**config.mk**
```make
export PLATFORM = sky130hd
export DESIGN_NAME = rom_rd_ctrl
export DESIGN_NICKNAME = d
export VERILOG_FILES = /design/src/rtl/rom_rd_pkg.sv /design/src/rtl/rom_rd_seq.sv /design/src/rtl/rom_rd_addr_hold.sv /design/src/rtl/rom_rd_capture.sv /design/src/rtl/rom_rd_ctrl.sv
export SDC_FILE = /design/constraint.sdc
export NUM_CORES = 1
export LEC_CHECK = 0
export BUFFER_PORTS_ARGS = -buffer_cell sky130_fd_sc_hd__buf_2
export CORE_AREA = 10 10 71 73
export CTS_CLUSTER_DIAMETER = 150
export DETAILED_ROUTE_END_ITERATION = 6
export DIE_AREA = 0 0 81 83
export PLACE_DENSITY = 0.67
export SETUP_SLACK_MARGIN = 0.3
export SLEW_MARGIN = 20
export SYNTH_ARGS = -nofsm -noshare
export SYNTH_HDL_FRONTEND = slang
export SYNTH_SLANG_ARGS = --single-unit
```
**constraint.sdc**
```tcl
create_clock -name clk -period 2.8 [get_ports clk]
set_input_delay 0 -clock clk [delete_from_list [all_inputs] [get_ports clk]]
set_output_delay 0 -clock clk [all_outputs]
set_load 0.05 [all_outputs]
```
**src/rtl/rom_rd_pkg.sv**
```systemverilog
package rom_rd_pkg;

    typedef enum logic [1:0] {
        ST_IDLE    = 2'd0,
        ST_ACCESS  = 2'd1,
        ST_RELEASE = 2'd2
    } rd_state_e;

    typedef struct packed {
        logic ce_n;
        logic oe_n;
    } rom_ctl_t;

    // Round a delay up to whole clock cycles, never less than one.
    function automatic int unsigned ns_to_cycles(input int unsigned ns,
                                                 input int unsigned period_ps);
        int unsigned c;
        c = (ns * 1000 + period_ps - 1) / period_ps;
        return (c == 0) ? 1 : c;
    endfunction

    function automatic int unsigned max_u(input int unsigned a, input int unsigned b);
        return (a > b) ? a : b;
    endfunction

endpackage

```
**src/rtl/rom_rd_seq.sv**
```systemverilog
module rom_rd_seq
    import rom_rd_pkg::*;
#(
    parameter int unsigned WAIT_CYC = 18,
    parameter int unsigned DF_CYC   = 8,
    parameter int unsigned G_LAG    = 2,
    parameter int unsigned CNT_W    = 5
) (
    input  logic     clk,
    input  logic     rst,
    input  logic     req,
    output logic     ready,
    output logic     accept,
    output logic     sample,
    output rom_ctl_t ctl
);
    localparam logic [CNT_W-1:0] WAIT_LAST = CNT_W'(WAIT_CYC - 1);
    localparam logic [CNT_W-1:0] DF_LAST   = CNT_W'(DF_CYC - 1);
    localparam logic [CNT_W-1:0] LAG_CNT   = CNT_W'(G_LAG);

    rd_state_e        state;
    logic [CNT_W-1:0] cnt;

    assign ready  = (state == ST_IDLE);
    assign accept = ready && req;
    assign sample = (state == ST_ACCESS) && (cnt == WAIT_LAST);

    always_comb begin
        ctl.ce_n = !(state == ST_ACCESS);
        ctl.oe_n = !((state == ST_ACCESS) && (cnt >= LAG_CNT));
    end

    always_ff @(posedge clk) begin
        if (rst) begin
            state <= ST_IDLE;
            cnt   <= '0;
        end else begin
            unique case (state)
                ST_IDLE: begin
                    cnt <= '0;
                    if (req) state <= ST_ACCESS;
                end
                ST_ACCESS: begin
                    if (cnt == WAIT_LAST) begin
                        state <= ST_RELEASE;
                        cnt   <= '0;
                    end else begin
                        cnt <= cnt + 1'b1;
                    end
                end
                ST_RELEASE: begin
                    if (cnt == DF_LAST) begin
                        state <= ST_IDLE;
                        cnt   <= '0;
                    end else begin
                        cnt <= cnt + 1'b1;
                    end
                end
                default: begin
                    state <= ST_IDLE;
                    cnt   <= '0;
                end
            endcase
        end
    end

    // the access counter never runs past the sample point
    assert_wait_bound_R5: assert property (@(posedge clk) disable iff (rst)
        (state == ST_ACCESS) |-> (cnt <= WAIT_LAST));

    // a request is only taken from the idle state
    assert_accept_idle_R2: assert property (@(posedge clk) disable iff (rst)
        accept |=> (state == ST_ACCESS));
endmodule

```
**src/rtl/rom_rd_addr_hold.sv**
```systemverilog
module rom_rd_addr_hold #(
    parameter int unsigned ADDR_W = 19
) (
    input  logic              clk,
    input  logic              rst,
    input  logic              accept,
    input  logic [ADDR_W-1:0] addr_in,
    output logic [ADDR_W-1:0] addr_out
);
    always_ff @(posedge clk) begin
        if (rst)         addr_out <= '0;
        else if (accept) addr_out <= addr_in;
    end
endmodule

```
**src/rtl/rom_rd_capture.sv**
```systemverilog
module rom_rd_capture #(
    parameter int unsigned DATA_W = 8
) (
    input  logic              clk,
    input  logic              rst,
    input  logic              sample,
    input  logic [DATA_W-1:0] bus_q,
    output logic [DATA_W-1:0] data,
    output logic              done
);
    always_ff @(posedge clk) begin
        if (rst) begin
            data <= '0;
            done <= 1'b0;
        end else begin
            done <= sample;
            if (sample) data <= bus_q;
        end
    end

    // the completion strobe lasts one cycle
    assert_done_pulse_R6: assert property (@(posedge clk) disable iff (rst)
        done |=> !done);

    // captured data holds between samples
    assert_data_hold_R6: assert property (@(posedge clk) disable iff (rst)
        !$past(sample) |-> $stable(data));
endmodule

```
**src/rtl/rom_rd_ctrl.sv**
```systemverilog
module rom_rd_ctrl
    import rom_rd_pkg::*;
#(
    parameter int unsigned CLK_PERIOD_PS = 4000,
    parameter int unsigned T_ACC_NS      = 70,
    parameter int unsigned T_OE_NS       = 35,
    parameter int unsigned T_DF_NS       = 30,
    parameter int unsigned G_LAG         = 2,
    parameter int unsigned ADDR_W        = 19,
    parameter int unsigned DATA_W        = 8
) (
    input  logic              clk,
    input  logic              rst,
    input  logic              req,
    input  logic [ADDR_W-1:0] req_addr,
    output logic              ready,
    output logic              done,
    output logic [DATA_W-1:0] rd_data,
    output logic [ADDR_W-1:0] rom_addr,
    output logic              rom_ce_n,
    output logic              rom_oe_n,
    input  logic [DATA_W-1:0] rom_q
);
    localparam int unsigned ACC_CYC  = ns_to_cycles(T_ACC_NS, CLK_PERIOD_PS);
    localparam int unsigned OE_CYC   = ns_to_cycles(T_OE_NS, CLK_PERIOD_PS);
    localparam int unsigned DF_CYC   = ns_to_cycles(T_DF_NS, CLK_PERIOD_PS);
    localparam int unsigned WAIT_CYC = max_u(ACC_CYC, G_LAG + OE_CYC);
    localparam int unsigned CNT_W    = $clog2(max_u(WAIT_CYC, DF_CYC) + 1);

    logic     accept;
    logic     sample;
    rom_ctl_t ctl;

    rom_rd_seq #(
        .WAIT_CYC(WAIT_CYC),
        .DF_CYC  (DF_CYC),
        .G_LAG   (G_LAG),
        .CNT_W   (CNT_W)
    ) u_seq (
        .clk   (clk),
        .rst   (rst),
        .req   (req),
        .ready (ready),
        .accept(accept),
        .sample(sample),
        .ctl   (ctl)
    );

    rom_rd_addr_hold #(.ADDR_W(ADDR_W)) u_addr (
        .clk     (clk),
        .rst     (rst),
        .accept  (accept),
        .addr_in (req_addr),
        .addr_out(rom_addr)
    );

    rom_rd_capture #(.DATA_W(DATA_W)) u_cap (
        .clk   (clk),
        .rst   (rst),
        .sample(sample),
        .bus_q (rom_q),
        .data  (rd_data),
        .done  (done)
    );

    assign rom_ce_n = ctl.ce_n;
    assign rom_oe_n = ctl.oe_n;

    // Run-length counters used only by the checks below.
    logic [CNT_W-1:0] hi_run;
    logic [CNT_W-1:0] lo_run;

    always_ff @(posedge clk) begin
        if (rst) begin
            hi_run <= CNT_W'(DF_CYC);
            lo_run <= '0;
        end else begin
            if (!rom_ce_n)                       hi_run <= '0;
            else if (hi_run != CNT_W'(DF_CYC))   hi_run <= hi_run + 1'b1;
            if (rom_ce_n)                        lo_run <= '0;
            else if (lo_run != CNT_W'(WAIT_CYC)) lo_run <= lo_run + 1'b1;
        end
    end

    // float gap before select falls again
    assert_float_gap_R7: assert property (@(posedge clk) disable iff (rst)
        $fell(rom_ce_n) |-> (hi_run >= CNT_W'(DF_CYC)));

    // gate lags select by G_LAG cycles
    assert_gate_lag_R4: assert property (@(posedge clk) disable iff (rst)
        $fell(rom_oe_n) |-> (lo_run == CNT_W'(G_LAG)));

    // gate only with select
    assert_gate_in_select_R4: assert property (@(posedge clk) disable iff (rst)
        !rom_oe_n |-> !rom_ce_n);

    // address stable across an access
    assert_addr_stable_R3: assert property (@(posedge clk) disable iff (rst)
        (!rom_ce_n && $past(!rom_ce_n)) |-> $stable(rom_addr));

    // standby whenever idle
    assert_idle_standby_R1: assert property (@(posedge clk) disable iff (rst)
        ready |-> rom_ce_n);

    // data comes from a cycle with both controls low
    assert_sample_window_R5: assert property (@(posedge clk) disable iff (rst)
        done |-> $past(!rom_ce_n && !rom_oe_n));
endmodule

```
==> impl_metrics.json <==
{
  "synth_edf_count": 0,
  "max-cap-violations": 0,
  "fin_area_um2": 2100,
  "via_per_inst": 4.69,
  "fin_nets": 289,
  "cts.htree.levels": 2,
  "synth.distinct_cells": 22,
  "cts_buffer_depth": 2,
  "io_pins": 61,
  "endpoint_kind": "flip-flop",
  "clkSinkCount": 35,
  "p_per_area_nw_per_um2": 773,
  "clock_latency_ns": 0.27,
  "topRoutingLayerUsed": "met4",
  "fmax_ghz": 0.521,
  "min_path_type": "primary input to flip-flop",
  "met3_length_um": 205,
  "setup-violations-final": 0,
  "root_buffer": "clkbuf_8",
  "die_w_um": 81,
  "wirelength_met1_um": 1570,
  "outcome": "complete, no violations",
  "ys_seq_area_share_pct": 50.0,
  "start_util_pct": 38.5,
  "num_rows": 22,
  "wl_met2_um": 2180,
  "cp_max_fo": 12,
  "post_synth.cell_area_avg_um2": 8.43,
  "wl_um": 4050,
  "drive_above_1_share_pct": 27.3,
  "slew_headroom_pct": 54.4,
  "yosysWarnings": 0,
  "ir_drop_v": 0.000319,
  "path_clk_slew_ns": 0.07,
  "numCtsBuffers": 5,
  "place_area_um2": 1730,
  "crit_required_ns": 3.01,
  "antenna_found_initial": 1,
  "syn_area_um2": 1400,
  "syn_to_final_growth_pct": 50.3,
  "pre_cts_slack_ns": 0.892,
  "ys_seq_elements": 35,
  "core_area_um2": 3630,
  "fin_ws_ns": 0.881,
  "fin_skew_ns": 0.00270,
  "synth-async-reset-ratio_pct": 0,
  "gp_congestion": 0.746,
  "cp-start-kind": "flip-flop",
  "syn_inst": 166,
  "grt_util_all_layers_pct": 11.8,
  "p_leak_uw": 0.000930,
  "post-dp-hpwl_um": 2670,
  "cts_resized": 0,
  "first_pass_iters": 4,
  "drc_errors": 0,
  "tns_ns": 0,
  "arrival_ns": 2.12,
  "period_share_pct": 68.5,
  "slew_violations": 0,
  "hold_viol": 0,
  "ant_nets": 0,
  "tightest_slew_ns": 0.685,
  "grt-ovfl-total": 0,
  "grt_pass1_wl_um": 6440,
  "dominantRegCellSynth": "dfxtp_1",
  "rsz0062_at_grt": "no",
  "min_period_ns": 1.92,
  "grt_max_degree": 34,
  "cts_setup_buffers": 0,
  "num_vias": 1415,
  "drtIter0Drc": 96,
  "syn-num-nets": 203,
  "cts_tree": "built",
  "critPathKind": "flip-flop to flip-flop",
  "timing.hold.ws_ns": 0.215,
  "io_buffers": 60,
  "n_fill_cell": 359,
  "grt_pass1_vias": 1388,
  "avgRoutedWirePerCell_um": 13.4,
  "die_h_um": 83,
  "dieArea_um2": 6720
}
==> layout by cell type, fill, tap and decap left out <==
cell type,count
nor4bb_1,1
xnor2_1,1
diode_2,1
or4_1,1
clkbuf_1,1
mux2i_1,2
nand2_1,39
nand4bb_1,2
clkbuf_8,7
a22oi_1,1
a222oi_1,1
buf_4,1
nor3_1,6
inv_2,1
inv_1,5
xor2_1,2
nand2b_1,5
dlygate4sd3_1,27
a21oi_1,28
nand3_1,10
buf_2,60
ha_1,7
and2_1,1
dfxtp_1,35
o21ai_1,9
==> critical path: stages (launching register included) <==
cell and delay [ns]:
dfxtp_1 0.40, ha_1 0.18, nand4bb_1 0.42, a222oi_1 0.60, mux2i_1 0.24
==> registers in the layout, indices dropped and copies added (netlist names) <==
signal,count
u_seq.state,2
u_cap.data,8
u_addr.addr_out,19
u_cap.done,1
u_seq.cnt,5
==> routing by layer <==
layer | vias to the layer above | global-route usage (%)
li1 | 731 | -
met1 | 649 | 12.3
met2 | 28 | 20.6
met3 | 7 | 3.02
met4 | 0 | 6.42
met5 | - | 0
==> metrics by stage <==
step | std cells | power, uW | util (%)
2_1_floorplan | 166 | 1080 | -
3_3_place_gp | 266 | 1210 | 47.7
3_5_place_dp | 266 | 1220 | 47.7
4_1_cts | 301 | 1650 | 57.9
5_1_grt | 302 | 1720 | 57.9
6_report | 302 | 1630 | 57.9
==> worst paths after layout <==
check	start	to	slack, ns	cells after the start
hold / removal	req	u_seq.state[1]$_SDFFE_PP0P_	0.22	4
hold reg to reg	u_addr.addr_out[4]$_SDFFE_PP0P_	u_addr.addr_out[4]$_SDFFE_PP0P_	0.45	2
setup / recovery	u_seq.cnt[0]$_SDFF_PP0_	u_seq.state[0]$_SDFFE_PP0P_	0.88	4
setup reg to reg	u_seq.cnt[0]$_SDFF_PP0_	u_seq.state[0]$_SDFFE_PP0P_	0.88	4
==> area by class of cell <==
class | count | area, um2 | share of cell area, %
antenna | 1 | 2.50 | 0.119
clock buffer | 8 | 100 | 4.76
inverter | 6 | 22.5 | 1.07
multi-input combinational | 116 | 641 | 30.4
sequential | 35 | 701 | 33.3
tap | 48 | 60.1 | 2.85
timing repair buffer | 88 | 578 | 27.5
==> what timing repair did <==
action | 4_1_cts | 5_1_grt
hold endpoints to repair | 27 | 0
endpoints found under the setup margin | 0 | 0
hold buffers | 27 | 0
==> power by group <==
group | internal, uW | switching [uW] | total [uW] | leakage, uW
logic | 176 | 473 | 649 | 0.000594
registers | 557 | 32.1 | 589 | 0.000285
clock network | 224 | 164 | 389 | 0.0000515
==> cell families after synthesis <==
group                      synth area share [%]
and+or+nand+nor                            21.7
AOI/OAI and AO/OA                          14.5
DFF                                        50.0
buffers and inverters                      4.20
adders and majority gates                  6.26
xor gates and xnor gates                   1.88
muxes                                      1.43
==> Yosys cell counts (all sizes together), types with 2 or more instances <==
cell	n	area, um2
a21oi	28	140
buf	3	13.8
clkbuf	6	22.5
dfxtp	35	701
ha	7	87.6
inv	6	22.5
mux2i	2	20.0
nand2	39	146
nand2b	5	31.3
nand3	10	50.1
nand4bb	2	22.5
nor3	6	30.0
o21ai	9	45.0
xor2	2	17.5
(Power assumes the default switching activity.)
